--- src/rtl/wtb_pkg.sv ---
`timescale 1ns/1ps
// Package: shared constants and the reload-length helper for the timebase.
// Assumes interval widths of at most 16 bits.
package wtb_pkg;
    localparam int XTAL_DIV_DEF  = 32;   // crystal clock to tick ratio
    localparam int INT_DIV_DEF   = 1;    // internal clock to tick ratio
    localparam int OVF_TICKS_DEF = 64;   // ticks per overflow pulse
    localparam int IVAL_W_DEF    = 10;   // interval reload width

    // Convert a reload field into a tick count; zero means the full range.
    function automatic logic [16:0] ival_len(input logic [15:0] r, input int w);
        logic [16:0] full;
        full = 17'(1) << w;
        return (r == 16'd0) ? full : {1'b0, r};
    endfunction
endpackage

--- src/rtl/wtb_prescaler.sv ---
`timescale 1ns/1ps
// Module: prescaler. Divides the oscillator clock into a single-cycle tick
// enable, by XDIV in crystal mode and by IDIV in internal mode.
// Assumes use_xtal is static outside reset; restart realigns the phase.
module wtb_prescaler #(
    parameter int XDIV = 32,
    parameter int IDIV = 1
) (
    input  logic clk,
    input  logic rst_n,
    input  logic use_xtal,
    input  logic restart,
    output logic tick
);
    localparam int MAXDIV = (XDIV > IDIV) ? XDIV : IDIV;
    localparam int PW     = (MAXDIV > 1) ? $clog2(MAXDIV) : 1;

    logic [PW-1:0] phase_q;
    logic [PW-1:0] limit;

    generate
        if (IDIV == 1) begin : g_int_pass
            // Internal source runs undivided: tick every clock.
            always_comb limit = use_xtal ? PW'(XDIV - 1) : '0;
        end else begin : g_int_div
            // Both sources divided: pick the terminal phase per source.
            always_comb limit = use_xtal ? PW'(XDIV - 1) : PW'(IDIV - 1);
        end
    endgenerate

    assign tick = (phase_q == limit);

    // Phase counter: wraps at the terminal phase, cleared by reset or restart.
    always_ff @(posedge clk) begin
        if (!rst_n || restart) begin
            phase_q <= '0;
        end else if (tick) begin
            phase_q <= '0;
        end else begin
            phase_q <= phase_q + 1'b1;
        end
    end
endmodule

--- src/rtl/wtb_interval.sv ---
`timescale 1ns/1ps
// Module: interval timer. Counts prescaler ticks down from a reload value
// and emits a registered one-cycle interrupt when the count is used up.
// Assumes wr and tick are single-cycle enables; wr wins over tick.
module wtb_interval #(
    parameter int CW = 10
) (
    input  logic          clk,
    input  logic          rst_n,
    input  logic          tick,
    input  logic          wr,
    input  logic [CW-1:0] wr_val,
    output logic          irq
);
    import wtb_pkg::*;

    localparam logic [CW:0] FULL = {1'b1, {CW{1'b0}}};

    logic [CW-1:0] reload_q;
    logic [CW:0]   remain_q;
    logic          irq_q;
    logic [CW:0]   wr_len;
    logic [CW:0]   rel_len;

    // Tick counts for the new write and for the stored reload.
    always_comb begin
        wr_len  = (CW+1)'(ival_len(16'(wr_val), CW));
        rel_len = (CW+1)'(ival_len(16'(reload_q), CW));
    end

    // Reload register, remaining-tick counter and interrupt pulse.
    always_ff @(posedge clk) begin
        if (!rst_n) begin
            reload_q <= '0;
            remain_q <= FULL;
            irq_q    <= 1'b0;
        end else begin
            irq_q <= 1'b0;
            if (wr) begin
                reload_q <= wr_val;
                remain_q <= wr_len;
            end else if (tick) begin
                if (remain_q == (CW+1)'(1)) begin
                    irq_q    <= 1'b1;
                    remain_q <= rel_len;
                end else begin
                    remain_q <= remain_q - 1'b1;
                end
            end
        end
    end

    assign irq = irq_q;
endmodule

--- src/rtl/wtb_wake.sv ---
`timescale 1ns/1ps
// Module: overflow divider and wake logic. Counts OVF ticks per overflow
// and latches a wake request on overflow during internal halt only.
// Assumes the option inputs are static; an illegal option pair disables wake.
module wtb_wake #(
    parameter int OVF = 64
) (
    input  logic clk,
    input  logic rst_n,
    input  logic tick,
    input  logic use_xtal,
    input  logic ihalt_en,
    input  logic in_ihalt,
    input  logic in_xhalt,
    output logic wake
);
    localparam int OW = (OVF > 1) ? $clog2(OVF) : 1;

    logic [OW-1:0] ovf_q;
    logic          ovf_hit;
    logic          legal;
    logic          pend_q;

    assign ovf_hit = tick && (ovf_q == OW'(OVF - 1));
    assign legal   = ihalt_en && use_xtal;

    // Overflow divider: counts ticks and wraps after OVF of them.
    always_ff @(posedge clk) begin
        if (!rst_n) begin
            ovf_q <= '0;
        end else if (ovf_hit) begin
            ovf_q <= '0;
        end else if (tick) begin
            ovf_q <= ovf_q + 1'b1;
        end
    end

    // Wake latch: set by overflow in internal halt, dropped when halt ends.
    always_ff @(posedge clk) begin
        if (!rst_n) begin
            pend_q <= 1'b0;
        end else if (!in_ihalt) begin
            pend_q <= 1'b0;
        end else if (ovf_hit && legal && !in_xhalt) begin
            pend_q <= 1'b1;
        end
    end

    assign wake = pend_q;
endmodule

--- src/rtl/wake_timebase.sv ---
`timescale 1ns/1ps
// Module: top of the watch-crystal timebase. Joins prescaler, interval
// timer and overflow wake logic on one oscillator clock.
// Assumes option inputs are tied or changed only under reset.
module wake_timebase #(
    parameter int XTAL_DIV  = wtb_pkg::XTAL_DIV_DEF,
    parameter int INT_DIV   = wtb_pkg::INT_DIV_DEF,
    parameter int OVF_TICKS = wtb_pkg::OVF_TICKS_DEF,
    parameter int IVAL_W    = wtb_pkg::IVAL_W_DEF
) (
    input  logic              clk,
    input  logic              rst_n,
    input  logic              src_xtal,
    input  logic              ihalt_en,
    input  logic              reload_wr,
    input  logic [IVAL_W-1:0] reload_val,
    input  logic              in_ihalt,
    input  logic              in_xhalt,
    output logic              timer_irq,
    output logic              wake_req
);
    logic tick;

    wtb_prescaler #(.XDIV(XTAL_DIV), .IDIV(INT_DIV)) u_pre (
        .clk      (clk),
        .rst_n    (rst_n),
        .use_xtal (src_xtal),
        .restart  (reload_wr),
        .tick     (tick)
    );

    wtb_interval #(.CW(IVAL_W)) u_ival (
        .clk    (clk),
        .rst_n  (rst_n),
        .tick   (tick),
        .wr     (reload_wr),
        .wr_val (reload_val),
        .irq    (timer_irq)
    );

    wtb_wake #(.OVF(OVF_TICKS)) u_wake (
        .clk      (clk),
        .rst_n    (rst_n),
        .tick     (tick),
        .use_xtal (src_xtal),
        .ihalt_en (ihalt_en),
        .in_ihalt (in_ihalt),
        .in_xhalt (in_xhalt),
        .wake     (wake_req)
    );
endmodule

--- config.mk ---
export PLATFORM = sky130hd
export DESIGN_NAME = wake_timebase
export DESIGN_NICKNAME = d
export VERILOG_FILES = /design/src/rtl/wtb_pkg.sv /design/src/rtl/wtb_prescaler.sv /design/src/rtl/wtb_interval.sv /design/src/rtl/wtb_wake.sv /design/src/rtl/wake_timebase.sv
export SDC_FILE = /design/constraint.sdc
export NUM_CORES = 1
export LEC_CHECK = 0
export BUFFER_PORTS_ARGS = -buffer_cell sky130_fd_sc_hd__buf_2
export CORE_MARGIN = 2
export CORE_UTILIZATION = 58
export DETAILED_ROUTE_END_ITERATION = 7
export GPL_TIMING_DRIVEN = 1
export PLACE_DENSITY = 0.79
export SLEW_MARGIN = 40
export SYNTH_ARGS = -nofsm -noshare
export SYNTH_HDL_FRONTEND = slang
export SYNTH_SLANG_ARGS = --single-unit
--- constraint.sdc ---
create_clock -name clk -period 2.3 [get_ports clk]
set_input_delay 0.46 -clock clk [delete_from_list [all_inputs] [get_ports clk]]
set_output_delay 0.46 -clock clk [all_outputs]
set_load 0.01 [all_outputs]
==> impl_metrics.csv <==
group,metric,value,unit
run_status,outcome,"finished, final reports clean",
global_route,track_usage,0.285,
power_and_ir_drop,seqPwrFrac,0.535,
synthesis,synth_area,1820,um2
sta,timing.slew.headroom,0.624,
setup_path,crit_fanout,9,
synthesis,syn-num-nets,237,
sta,setup_slack,0.132,ns
clocking,cts_root_buf,"clkbuf_4",
power_and_ir_drop,p_sw_frac,0.321,
global_route,grt_max_degree,17,
die,dieArea,3600,um2
setup_path,start_kind,"register",
synthesis,synth_edf_count,0,
drt,dr.pass1.iters,4,
power_and_ir_drop,combPwrFrac,0.215,
synthesis,synth_fa_ha_area_frac,0.0275,
placement,place_congestion,0.964,
worst_hold_path,worstHoldStart,"in_ihalt",
die,core,3030,um2
synthesis,yosys-top-cells-area,"dfxtp_1 (37%), nor2_1 (5.0%), a21oi_1 (4.1%)",
synthesis,synth_cell_types,53,
sta,worstMarginPinSlew,0.565,ns
clocking,clockBufferDepth,2,
power_and_ir_drop,vdd_drop_max,0.466,mV
clocking,clock_latency,0.34,ns
layout,antenna_cells,0,
synthesis,ys_seq_elements,34,
drt,dr.max_layer_used,"met4",
clocking,cts_tree,"done",
synthesis,yosysTopAreaCell,"dfxtp_1",
global_route,grt_pass1_wl,7530,um
synthesis,yosysSeqAreaShare,0.374,
setup_path,required,2.51,ns
drt,met3_length,293,um
layout,area_growth_syn_to_layout,10.7,%
setup_path,cp-startpoint,"u_ival.remain_q[0]$_SDFFE_PN0P_",
placement,placed_cell_area,1960,um2
setup_path,cp-end-kind,"register",
placement,place_ws,0.144,ns
layout,stdcell_area,2010,um2
clocking,cts_buffers,5,
layout,nNetsFinal,256,
layout,drive_gt1_frac,0.183,
drt,antenna_left,0,
setup_path,arrival,2.38,ns
synthesis,synthMuxAreaShare,0.0385,
layout,multiInputGateArea,1050,um2
die,io_pins,19,
die,die_w,60.0,um
power_and_ir_drop,switching_power,0.398,mW
setup_path,r2r_start,"u_ival.remain_q[0]$_SDFFE_PN0P_",
synthesis,ys_warn_count,0,
die,initial_core_util,0.601,
sta,fin_crit_sh,0.942,
synthesis,synth_compound_area_frac,0.233,
placement,port_buffers,18,
drt,dr.first_iter.drc_count,129,
clocking,clkTransAtPathRegs,0.10,ns
synthesis,synthesis.instances,216,
synthesis,synthXorXnorAreaFrac,0.0241,
sta,min_period,2.17,ns
worst_hold_path,hold_path_depth,2,
setup_path,ff2ff_path_depth,5,
setup_path,r2r_setup_slack,0.13,ns
setup_path,r2r-end,"u_ival.remain_q[4]$_SDFFE_PN0P_",
sta,rsz0062_at_grt,"no",
power_and_ir_drop,internal_power,0.842,mW
clocking,numClockSinks,34,
drt,drcViolationCount,0,
drt,num_vias,1813,
setup_path,critPathKind,"register to register",
synthesis,synth_top_family_by_area,"simple AND/OR/NAND/NOR gates",
sta,fin_skew,0.00522,ns
drt,viasPerCell,6.50,
job,maxCapViolations,0,
worst_hold_path,hp-class,"input port to register",
die,rows,20,
synthesis,yosys.area_share.simple,0.252,
synthesis,yosysMostFrequentCell,"dfxtp_1",
sta,setup_tns,0,ns
sta,clock.fmax,0.461,GHz
die,die_h,60.0,um
clocking,htreeDepth,2,
global_route,gr-total-overflow,0,
power_and_ir_drop,p_leak,0.771,nW
synthesis,syn_area_per_cell,8.42,um2
synthesis,synth_commonest_cells,"dfxtp_1 (34), nor2_1 (24), a21oi_1 (15)",
synthesis,synthFlopType,"dfxtp_1",
global_route,antenna_found_initial,0,
layout,seqCellArea,681,um2
power_and_ir_drop,powerDensity,616,nW/um2
drt,wl_per_cell,16.9,um
power_and_ir_drop,clkPwrFrac,0.250,
global_route,grt_pass1_vias,1668,
placement,place_hpwl,3470,um
sta,setup_viol,0,
synthesis,synth-async-reset-ratio,0,
synthesis,synth_top_area_share,0.374,
drt,wl_met1,1970,um
drt,drt_wl_total,4710,um
drt,route.met2.wl,2350,um
worst_hold_path,min_to,"u_wake.wake$_SDFFE_PN0P_",
sta,hold_violations,0,
layout,fillCellCount,264,
sta,slew_violations,0,
==> critical path, cell delays in order, from the launching register on <==
cell and delay [ns]:
dfxtp_1 0.44, ha_1 0.21, or4b_2 0.75, nor3_2 0.30, mux2i_1 0.23, o221ai_1 0.13
==> worst max path at each step <==
stage | to | slack [ns] | cells past startpoint
after floorplan | u_ival.remain_q[4]$_SDFFE_PN0P_ | 0.30 | 6
after global placement | u_ival.remain_q[3]$_SDFFE_PN0P_ | 0.21 | 6
final | u_ival.remain_q[4]$_SDFFE_PN0P_ | 0.13 | 5
after detailed placement | u_wake.ovf_q[0]$_SDFFE_PP0P_ | 0.14 | 5
after CTS | u_ival.remain_q[4]$_SDFFE_PN0P_ | 0.16 | 5
after global routing | u_ival.remain_q[4]$_SDFFE_PN0P_ | 0.05 | 5
==> state kept, by name (all words and copies together), names as in the netlist <==
| name | cells |
|---|---|
| u_pre.phase_q | 5 |
| u_ival.reload_q | 10 |
| u_ival.remain_q | 11 |
| u_ival.irq | 1 |
| u_wake.wake | 1 |
| u_wake.ovf_q | 6 |
==> stage by stage <==
stage	hold slack [ns]	util	power [mW]	std cells
floorplan	0.437	-	0.853	216
global placement	0.462	0.647	0.925	272
detailed placement	0.461	0.647	0.933	272
CTS	0.342	0.663	1.24	279
global route	0.340	0.665	1.30	279
finish	0.352	0.665	1.24	279
==> layer usage <==
| metal | vias to the layer above | track usage |
|---|---|---|
| met2 | 82 | 0.492 |
| met4 | 0 | 0.105 |
| met3 | 10 | 0.0649 |
| met5 | - | 0 |
| li1 | 867 | - |
| met1 | 854 | 0.343 |
==> cell families after synthesis <==
group | Yosys count
compound gates | 60
xor+xnor | 5
flops | 34
simple gates | 84
buf+inv | 22
fa+ha+maj | 4
mux | 7
==> layout make-up <==
cell class | count | share of cell area
clock inverter | 2 | 0.00497
multi-input combinational | 160 | 0.523
tap | 44 | 0.0273
clock buffer | 5 | 0.0186
sequential | 34 | 0.338
timing repair buffer | 25 | 0.0709
inverter | 9 | 0.0168
==> cell usage in the layout, fill, tap and decap left out, types with 3 or more instances in the layout <==
| cell type | count |
|---|---|
| nand2_1 | 11 |
| o21ai_0 | 5 |
| ha_1 | 4 |
| buf_2 | 18 |
| nor4_1 | 9 |
| or4_1 | 4 |
| mux2i_1 | 7 |
| a211oi_1 | 5 |
| clkbuf_4 | 5 |
| a31oi_1 | 5 |
| o32ai_1 | 3 |
| nor3_1 | 4 |
| o31ai_1 | 4 |
| buf_4 | 7 |
| nand3_1 | 8 |
| nor2_1 | 24 |
| nand4_1 | 4 |
| inv_1 | 7 |
| o221a_2 | 3 |
| dfxtp_1 | 34 |
| xnor2_1 | 3 |
| o211ai_1 | 3 |
| o221ai_1 | 3 |
| a21oi_1 | 15 |
==> power by group through the flow <==
stage / Sequential (mW) / Combinational (mW) / Clock (mW)
6_report: 0.664 / 0.267 / 0.310
2_1_floorplan: 0.660 / 0.193 / 0
5_1_grt: 0.668 / 0.290 / 0.344
3_3_place_gp: 0.674 / 0.251 / 0
3_5_place_dp: 0.676 / 0.258 / 0
4_1_cts: 0.662 / 0.259 / 0.322
==> what timing repair did <==
item,4_1_cts,5_1_grt
endpoints found under the setup margin,0,1
gates resized for setup,0,1
hold buffers,0,0
buffers inserted,0,0
No activity file was read; power rests on OpenSTA's default activity.
